===== src/rtl/adc_swseq_pkg.sv =====
// Package: shared widths, sequencer state type and channel helpers.
// Assumes channels are numbered 1..2*NPAIR and pair p holds channels 2p+1, 2p+2.
package adc_swseq_pkg;

    localparam int BUS_W  = 16;
    localparam int BYTE_W = 8;
    localparam int NPAIR  = 3;
    localparam int CTL_W  = 2 * NPAIR + 2;
    localparam int CH_W   = $clog2(2 * NPAIR + 1);

    typedef enum logic [3:0] {
        S_IDLE,
        S_WR_LO,
        S_WR_HOLD,
        S_CNV,
        S_BUSY_HI,
        S_BUSY_LO,
        S_RD_LO,
        S_RD_GAP,
        S_DONE
    } seq_state_t;

    typedef struct packed {
        logic [NPAIR-1:0] sel;
        logic [NPAIR-1:0] rng;
        logic             ref_int;
        logic             buf_off;
        logic             byte_mode;
    } seq_cfg_t;

    // Control word: pair enables (highest pair first), ranges, reference options.
    function automatic logic [CTL_W-1:0] ctl_word(seq_cfg_t c);
        return {c.sel, c.rng, c.ref_int, c.buf_off};
    endfunction

    // Smallest enabled channel number above cur, or 0 when none is left.
    function automatic logic [CH_W-1:0] next_chan(logic [CH_W-1:0] cur,
                                                  logic [NPAIR-1:0] sel);
        logic [CH_W-1:0] r;
        r = '0;
        for (int c = 2 * NPAIR; c >= 1; c--) begin
            if (c > int'(cur) && sel[(c - 1) / 2]) r = CH_W'(c);
        end
        return r;
    endfunction

endpackage


===== src/rtl/adc_swseq_timer.sv =====
// Module: down-counting interval timer.
// A load sets the count, which then falls by one each clock to zero.
// zero_o is high when the count is zero, so a state loaded with N-1
// lasts N clocks. Assumes load values fit in CNT_W bits.
module adc_swseq_timer #(
    parameter int CNT_W = 4
) (
    input  logic             clk,
    input  logic             rst_n,
    input  logic             load_i,
    input  logic [CNT_W-1:0] load_val_i,
    output logic             zero_o
);

    logic [CNT_W-1:0] cnt_q;

    // Count register: load, or count down to zero and hold.
    always_ff @(posedge clk) begin
        if (!rst_n) begin
            cnt_q <= '0;
        end else if (load_i) begin
            cnt_q <= load_val_i;
        end else if (cnt_q != '0) begin
            cnt_q <= cnt_q - 1'b1;
        end
    end

    assign zero_o = (cnt_q == '0);

endmodule


===== src/rtl/adc_swseq_walker.sv =====
// Module: channel walker.
// Tracks the channel being read and, in byte mode, which half is next.
// init_i loads the lowest enabled channel from init_sel_i. step_i advances
// after each read. last_o flags that the current read is the final one.
// Assumes sel_i is stable between init_i and the last step.
module adc_swseq_walker
    import adc_swseq_pkg::*;
(
    input  logic             clk,
    input  logic             rst_n,
    input  logic             init_i,
    input  logic [NPAIR-1:0] init_sel_i,
    input  logic [NPAIR-1:0] sel_i,
    input  logic             byte_mode_i,
    input  logic             step_i,
    output logic [CH_W-1:0]  chan_o,
    output logic             half_o,
    output logic             last_o
);

    logic [CH_W-1:0] chan_q;
    logic            half_q;
    logic [CH_W-1:0] chan_nxt;

    assign chan_nxt = next_chan(chan_q, sel_i);

    // Position register: start at the first channel, then walk upward.
    always_ff @(posedge clk) begin
        if (!rst_n) begin
            chan_q <= '0;
            half_q <= 1'b0;
        end else if (init_i) begin
            chan_q <= next_chan('0, init_sel_i);
            half_q <= 1'b0;
        end else if (step_i) begin
            if (byte_mode_i && !half_q) begin
                half_q <= 1'b1;
            end else begin
                half_q <= 1'b0;
                chan_q <= chan_nxt;
            end
        end
    end

    // Final read: no higher channel, and the second half done in byte mode.
    always_comb begin
        last_o = (chan_nxt == '0) && (!byte_mode_i || half_q);
    end

    assign chan_o = chan_q;
    assign half_o = half_q;

endmodule


===== src/rtl/adc_swseq_assemble.sv =====
// Module: result assembler.
// In word mode each capture becomes a result. In byte mode the first
// capture of a channel keeps the high byte and the second one completes the
// result from the low byte lane. Outputs are registered, one cycle after
// the capture.
module adc_swseq_assemble
    import adc_swseq_pkg::*;
(
    input  logic             clk,
    input  logic             rst_n,
    input  logic             capture_i,
    input  logic             byte_mode_i,
    input  logic             half_i,
    input  logic [CH_W-1:0]  chan_i,
    input  logic [BUS_W-1:0] bus_i,
    output logic             valid_o,
    output logic [BUS_W-1:0] data_o,
    output logic [CH_W-1:0]  chan_o
);

    localparam int HI_W = BUS_W - BYTE_W;

    logic [HI_W-1:0] hi_q;
    logic            valid_q;
    logic [BUS_W-1:0] data_q;
    logic [CH_W-1:0]  chan_q;

    // Capture path: keep the high byte or emit a full result.
    always_ff @(posedge clk) begin
        if (!rst_n) begin
            hi_q    <= '0;
            valid_q <= 1'b0;
            data_q  <= '0;
            chan_q  <= '0;
        end else begin
            valid_q <= 1'b0;
            if (capture_i) begin
                if (byte_mode_i && !half_i) begin
                    hi_q <= HI_W'(bus_i[BYTE_W-1:0]);
                end else begin
                    valid_q <= 1'b1;
                    chan_q  <= chan_i;
                    data_q  <= byte_mode_i ? {hi_q, bus_i[BYTE_W-1:0]} : bus_i;
                end
            end
        end
    end

    assign valid_o = valid_q;
    assign data_o  = data_q;
    assign chan_o  = chan_q;

endmodule


===== src/rtl/adc_swseq.sv =====
// Module: software-select conversion sequencer (top).
// Per accepted request it writes the control word, pulses the convert
// line, waits for busy to rise and fall, then reads every enabled channel
// in ascending order. Assumes the converter drives read data while cs_n/rd_n
// are low and that the data is stable by the end of the strobe.
module adc_swseq
    import adc_swseq_pkg::*;
#(
    parameter int STROBE_CLKS = 3,
    parameter int GAP_CLKS    = 2,
    parameter int CNV_CLKS    = 2
) (
    input  logic             clk,
    input  logic             rst_n,
    input  logic             start_i,
    input  logic [NPAIR-1:0] pair_sel_i,
    input  logic [NPAIR-1:0] range_i,
    input  logic             ref_int_i,
    input  logic             ref_buf_off_i,
    input  logic             byte_mode_i,
    input  logic             busy_i,
    input  logic [BUS_W-1:0] bus_i,
    output logic [BUS_W-1:0] bus_o,
    output logic             bus_oe_o,
    output logic             cs_n_o,
    output logic             wr_n_o,
    output logic             rd_n_o,
    output logic             cnv_a_o,
    output logic             cnv_b_o,
    output logic             cnv_c_o,
    output logic             res_valid_o,
    output logic [BUS_W-1:0] res_data_o,
    output logic [CH_W-1:0]  res_chan_o,
    output logic             err_o,
    output logic             done_o
);

    localparam int TMAX  = (STROBE_CLKS > GAP_CLKS)
                         ? ((STROBE_CLKS > CNV_CLKS) ? STROBE_CLKS : CNV_CLKS)
                         : ((GAP_CLKS > CNV_CLKS) ? GAP_CLKS : CNV_CLKS);
    localparam int TW    = $clog2(TMAX + 1);
    localparam logic [TW-1:0] T_STROBE = TW'(STROBE_CLKS - 1);
    localparam logic [TW-1:0] T_GAP    = TW'(GAP_CLKS - 1);
    localparam logic [TW-1:0] T_CNV    = TW'(CNV_CLKS - 1);

    seq_state_t state_q, state_nxt;
    seq_cfg_t   cfg_q;
    logic       err_q;
    logic       last_q;

    logic          accept;
    logic          reject;
    logic          tmr_load;
    logic [TW-1:0] tmr_val;
    logic          tmr_zero;
    logic          capture;
    logic [CH_W-1:0] walk_chan;
    logic          walk_half;
    logic          walk_last;

    assign accept  = (state_q == S_IDLE) && start_i && (pair_sel_i != '0);
    assign reject  = (state_q == S_IDLE) && start_i && (pair_sel_i == '0);
    assign capture = (state_q == S_RD_LO) && tmr_zero;

    // Next-state and timer-load decode.
    always_comb begin
        state_nxt = state_q;
        tmr_load  = 1'b0;
        tmr_val   = '0;
        unique case (state_q)
            S_IDLE: begin
                if (accept) begin
                    state_nxt = S_WR_LO;
                    tmr_load  = 1'b1;
                    tmr_val   = T_STROBE;
                end
            end
            S_WR_LO: begin
                if (tmr_zero) begin
                    state_nxt = S_WR_HOLD;
                    tmr_load  = 1'b1;
                    tmr_val   = T_GAP;
                end
            end
            S_WR_HOLD: begin
                if (tmr_zero) begin
                    state_nxt = S_CNV;
                    tmr_load  = 1'b1;
                    tmr_val   = T_CNV;
                end
            end
            S_CNV: begin
                if (tmr_zero) state_nxt = S_BUSY_HI;
            end
            S_BUSY_HI: begin
                if (busy_i) state_nxt = S_BUSY_LO;
            end
            S_BUSY_LO: begin
                if (!busy_i) begin
                    state_nxt = S_RD_LO;
                    tmr_load  = 1'b1;
                    tmr_val   = T_STROBE;
                end
            end
            S_RD_LO: begin
                if (tmr_zero) begin
                    state_nxt = S_RD_GAP;
                    tmr_load  = 1'b1;
                    tmr_val   = T_GAP;
                end
            end
            S_RD_GAP: begin
                if (tmr_zero) begin
                    if (last_q) begin
                        state_nxt = S_DONE;
                    end else begin
                        state_nxt = S_RD_LO;
                        tmr_load  = 1'b1;
                        tmr_val   = T_STROBE;
                    end
                end
            end
            S_DONE: state_nxt = S_IDLE;
            default: state_nxt = S_IDLE;
        endcase
    end

    // State, latched configuration, error pulse and last-read flag.
    always_ff @(posedge clk) begin
        if (!rst_n) begin
            state_q <= S_IDLE;
            cfg_q   <= '0;
            err_q   <= 1'b0;
            last_q  <= 1'b0;
        end else begin
            state_q <= state_nxt;
            err_q   <= reject;
            if (accept) begin
                cfg_q.sel       <= pair_sel_i;
                cfg_q.rng       <= range_i;
                cfg_q.ref_int   <= ref_int_i;
                cfg_q.buf_off   <= ref_buf_off_i;
                cfg_q.byte_mode <= byte_mode_i;
                last_q          <= 1'b0;
            end else if (capture) begin
                last_q <= walk_last;
            end
        end
    end

    // Bus pin decode from the current state.
    always_comb begin
        cs_n_o   = !((state_q == S_WR_LO) || (state_q == S_WR_HOLD) ||
                     (state_q == S_RD_LO));
        wr_n_o   = (state_q != S_WR_LO);
        rd_n_o   = (state_q != S_RD_LO);
        bus_oe_o = (state_q == S_WR_LO) || (state_q == S_WR_HOLD);
        bus_o    = bus_oe_o ? {ctl_word(cfg_q), {(BUS_W - CTL_W){1'b0}}} : '0;
        cnv_a_o  = (state_q == S_CNV);
        done_o   = (state_q == S_DONE);
    end

    assign cnv_b_o = 1'b0;
    assign cnv_c_o = 1'b0;
    assign err_o   = err_q;

    adc_swseq_timer #(
        .CNT_W (TW)
    ) u_timer (
        .clk        (clk),
        .rst_n      (rst_n),
        .load_i     (tmr_load),
        .load_val_i (tmr_val),
        .zero_o     (tmr_zero)
    );

    adc_swseq_walker u_walker (
        .clk         (clk),
        .rst_n       (rst_n),
        .init_i      (accept),
        .init_sel_i  (pair_sel_i),
        .sel_i       (cfg_q.sel),
        .byte_mode_i (cfg_q.byte_mode),
        .step_i      (capture),
        .chan_o      (walk_chan),
        .half_o      (walk_half),
        .last_o      (walk_last)
    );

    adc_swseq_assemble u_asm (
        .clk         (clk),
        .rst_n       (rst_n),
        .capture_i   (capture),
        .byte_mode_i (cfg_q.byte_mode),
        .half_i      (walk_half),
        .chan_i      (walk_chan),
        .bus_i       (bus_i),
        .valid_o     (res_valid_o),
        .data_o      (res_data_o),
        .chan_o      (res_chan_o)
    );

endmodule


===== config.mk =====
export PLATFORM = sky130hd
export DESIGN_NAME = adc_swseq
export DESIGN_NICKNAME = d
export VERILOG_FILES = /design/src/rtl/adc_swseq_pkg.sv /design/src/rtl/adc_swseq_timer.sv /design/src/rtl/adc_swseq_walker.sv /design/src/rtl/adc_swseq_assemble.sv /design/src/rtl/adc_swseq.sv
export SDC_FILE = /design/constraint.sdc
export NUM_CORES = 1
export LEC_CHECK = 0
export BUFFER_PORTS_ARGS = -buffer_cell sky130_fd_sc_hd__buf_2
export CAP_MARGIN = 20
export CORE_MARGIN = 8
export CORE_UTILIZATION = 35
export DETAILED_ROUTE_END_ITERATION = 10
export PLACE_DENSITY_LB_ADDON = 0.2
export SLEW_MARGIN = 10
export SYNTH_ARGS = -nofsm -noshare
export SYNTH_HDL_FRONTEND = slang
export SYNTH_SLANG_ARGS = --single-unit

===== constraint.sdc =====
create_clock -name clk -period 4 [get_ports clk]
set_input_delay 0.6 -clock clk [delete_from_list [all_inputs] [get_ports clk]]
set_output_delay 0.6 -clock clk [all_outputs]
set_load 0.005 [all_outputs]

==> flow_summary.json <==
{
  "status": "complete, no violations",
  "crit_slowest_cell": "dfxtp_1",
  "crit_family": "simple AND/OR/NAND/NOR gates",
  "antenna_found_initial": 0,
  "postRouteAntennaNets": 0,
  "synth_commonest_cells": "dfxtp_1 (49), nand2_1 (41), mux2i_1 (26), nor2b_1 (19), nor2_1 (15)",
  "tightest_slew_ns": 0.755,
  "path_cells": "xnor2_1 -> nor3_1 -> and2_1 -> buf_2",
  "root_buffer": "clkbuf_8",
  "arrival_ns": 1.94,
  "cts_setup_buffers": 0,
  "power_density_nw_per_um2": 428,
  "gp_congestion": 0.766,
  "syn_area_sq_um": 2370,
  "initialDrtViolationCount": 76,
  "rsz0062_at_grt": "no",
  "drc": 0,
  "syn_inst": 269,
  "cp.required_ns": 3.40,
  "drtPass1Iterations": 4,
  "drv_cap": 0,
  "synth-edff-count": 0,
  "cts_resized": 0,
  "sw_frac_of_total_pct": 33.1,
  "synth_most_common_cell": "dfxtp_1",
  "layout.nets": 350,
  "peakVddDrop_v": 0.000189,
  "clock_sinks": 49,
  "gr-total-overflow": 0,
  "clockBufferDepth": 2,
  "viasPerCell": 4.88,
  "dp_hpwl_microns": 4090,
  "wl_per_cell_microns": 14.2,
  "fin_util_pct": 41.2,
  "critPathBufInv": 1,
  "setup_viol": 0,
  "critical_path_class": "reg2out",
  "avgSynthCellArea_sq_um": 8.81,
  "p_sw_uw": 390,
  "grt_first_pass_wirelength_microns": 9360,
  "yosysTopAreaCell": "dfxtp_1",
  "antenna_cells": 0,
  "stdcell_area_sq_um": 2750,
  "numPortBuffers": 63,
  "synth_seq_cells": 49,
  "clockPowerShare_pct": 25.0,
  "area_delta_synth_final_pct": 16.2,
  "pre_cts_slack_ns": 1.59,
  "cp_slowest_stage_delay_ns": 0.60,
  "ys_async_sr_fraction_pct": 0,
  "via_count": 1955,
  "synth_area_leaders": "dfxtp_1 (41%), mux2i_1 (11%), nand2_1 (6.5%)",
  "path_max_fanout": 15,
  "seqPwrFrac_pct": 49.4,
  "synth-seq-area-share_pct": 41.4,
  "cts_buffers": 5,
  "insertion_delay_ns": 0.30,
  "drv_slew": 0,
  "ys.flop_type": "dfxtp_1",
  "p_int_uw": 787,
  "grt_max_degree": 46,
  "startpoint_type": "flop",
  "core_sq_um": 6680,
  "die_x_microns": 98.3,
  "start_util_pct": 35.5,
  "tritoncts": "done",
  "finalPower_uw": 1180,
  "wirelength_microns": 5710,
  "ys_types": 41,
  "ys_warn_count": 0,
  "pwr-share-comb_pct": 25.6,
  "skew_ns": 0.00901,
  "hold_path.class": "reg2reg",
  "dieArea_sq_um": 9660,
  "fin_crit_ns": 2.54,
  "clkTransAtPathRegs_ns": 0.08,
  "drive_gt1_share_pct": 23.1,
  "top_layer": "met4",
  "synth_top_area_share_pct": 41.4,
  "max_freq_ghz": 0.393,
  "die_h_microns": 98.3,
  "htree_num_levels": 2,
  "hold_viol_final": 0,
  "maxSlewHeadroom_pct": 49.5,
  "ctsHoldBuffers": 0,
  "rows": 30,
  "leakage_uw": 0.00135,
  "boundaryPins": 74,
  "met2_length_microns": 2850,
  "setup_tns_ns": 0,
  "drt-met1-wl_microns": 2620,
  "wl_met3_microns": 184,
  "grt_util_all_layers_pct": 11.8,
  "fin_crit_sh_pct": 63.6,
  "grt_pass1_vias": 1852,
  "end_kind": "output port",
  "placed_cell_area_sq_um": 2650,
  "fin_ws_ns": 1.46
}
power by group through the flow:
| stage | clock network (uW) | logic [uW] | registers, uW |
|---|---|---|---|
| after floorplan | 0 | 261 | 557 |
| after global placement | 0 | 304 | 592 |
| after detailed placement | 0 | 305 | 593 |
| after CTS | 310 | 306 | 582 |
| after global routing | 330 | 342 | 589 |
| final | 294 | 302 | 581 |
metrics by stage:
step,instances,hold WS [ns]
finish,401,0.460
global route,401,0.475
CTS,400,0.461
detailed placement,392,0.449
global placement,392,0.442
floorplan,278,0.432
path summary, 6_finish.rpt:
check                                      from  cells past startpoint               end  slack (ns)
worst min register to register  u_walker.half_o                      2   u_walker.half_o        0.46
worst max-delay path                 state_q[0]                      4         bus_o[12]        1.46
worst max register to register       state_q[1]                      6  u_asm.data_o[10]        1.85
worst min-delay path            u_walker.half_o                      2   u_walker.half_o        0.46
layout by cell type, fill, tap and decap left out, types with 3 or more instances in the layout:
cell	n
inv_1	6
buf_2	63
clkbuf_8	5
mux2i_1	26
conb_1	10
a21oi_1	4
o21ai_0	8
nor3_1	4
and2_1	7
o211a_1	8
nor2b_1	19
dfxtp_1	49
nand2b_1	3
nand2_1	41
nor2_1	15
nand3b_1	3
a21boi_0	11
and3_1	5
sequential cells by signal, indices dropped and copies added (netlist names):
register,flops
u_walker.chan_o,3
u_timer.cnt_q,2
u_walker.half_o,1
u_asm.data_o,16
u_asm.hi_q,8
u_asm.chan_o,3
u_asm.valid_o,1
err_o,1
last_q,1
cfg_q,9
state_q,4
kinds of logic after synthesis:
kind of cell | after synthesis | share of synthesized area [%]
flops | 49 | 41.4
compound gates | 47 | 14.9
buf+inv | 35 | 8.03
simple gates | 109 | 23.7
fa+ha+maj | 1 | 0.528
other cells | 1 | 0.158
xor+xnor | 1 | 0.370
mux | 26 | 11.0
area by class of cell:
| class | instances | area (sq um) |
|---|---|---|
| Clock buffer | 6 | 72.6 |
| Fill cell | 741 | 3930 |
| Sequential cell | 49 | 981 |
| Inverter | 6 | 22.5 |
| Tap cell | 80 | 100 |
| Timing Repair Buffer | 64 | 330 |
| Multi-Input combinational cell | 194 | 1230 |
| Clock inverter | 2 | 13.8 |
routing by layer:
metal  global-route usage [%]  vias to the layer above
li1                         -                     1000
met1                     13.9                      913
met2                     20.1                       40
met3                     2.20                        2
met4                     5.31                        0
met5                        0                        -
worst register-to-register path: cells and delay by family (launching register included):
kind                   cells  cell delay, ns
buffers and inverters      1            0.24
flip-flops                 1            0.60
AO/OA/AOI/OAI              1            0.12
AND/OR/NAND/NOR            4            1.09
(Power assumes the default switching activity.)
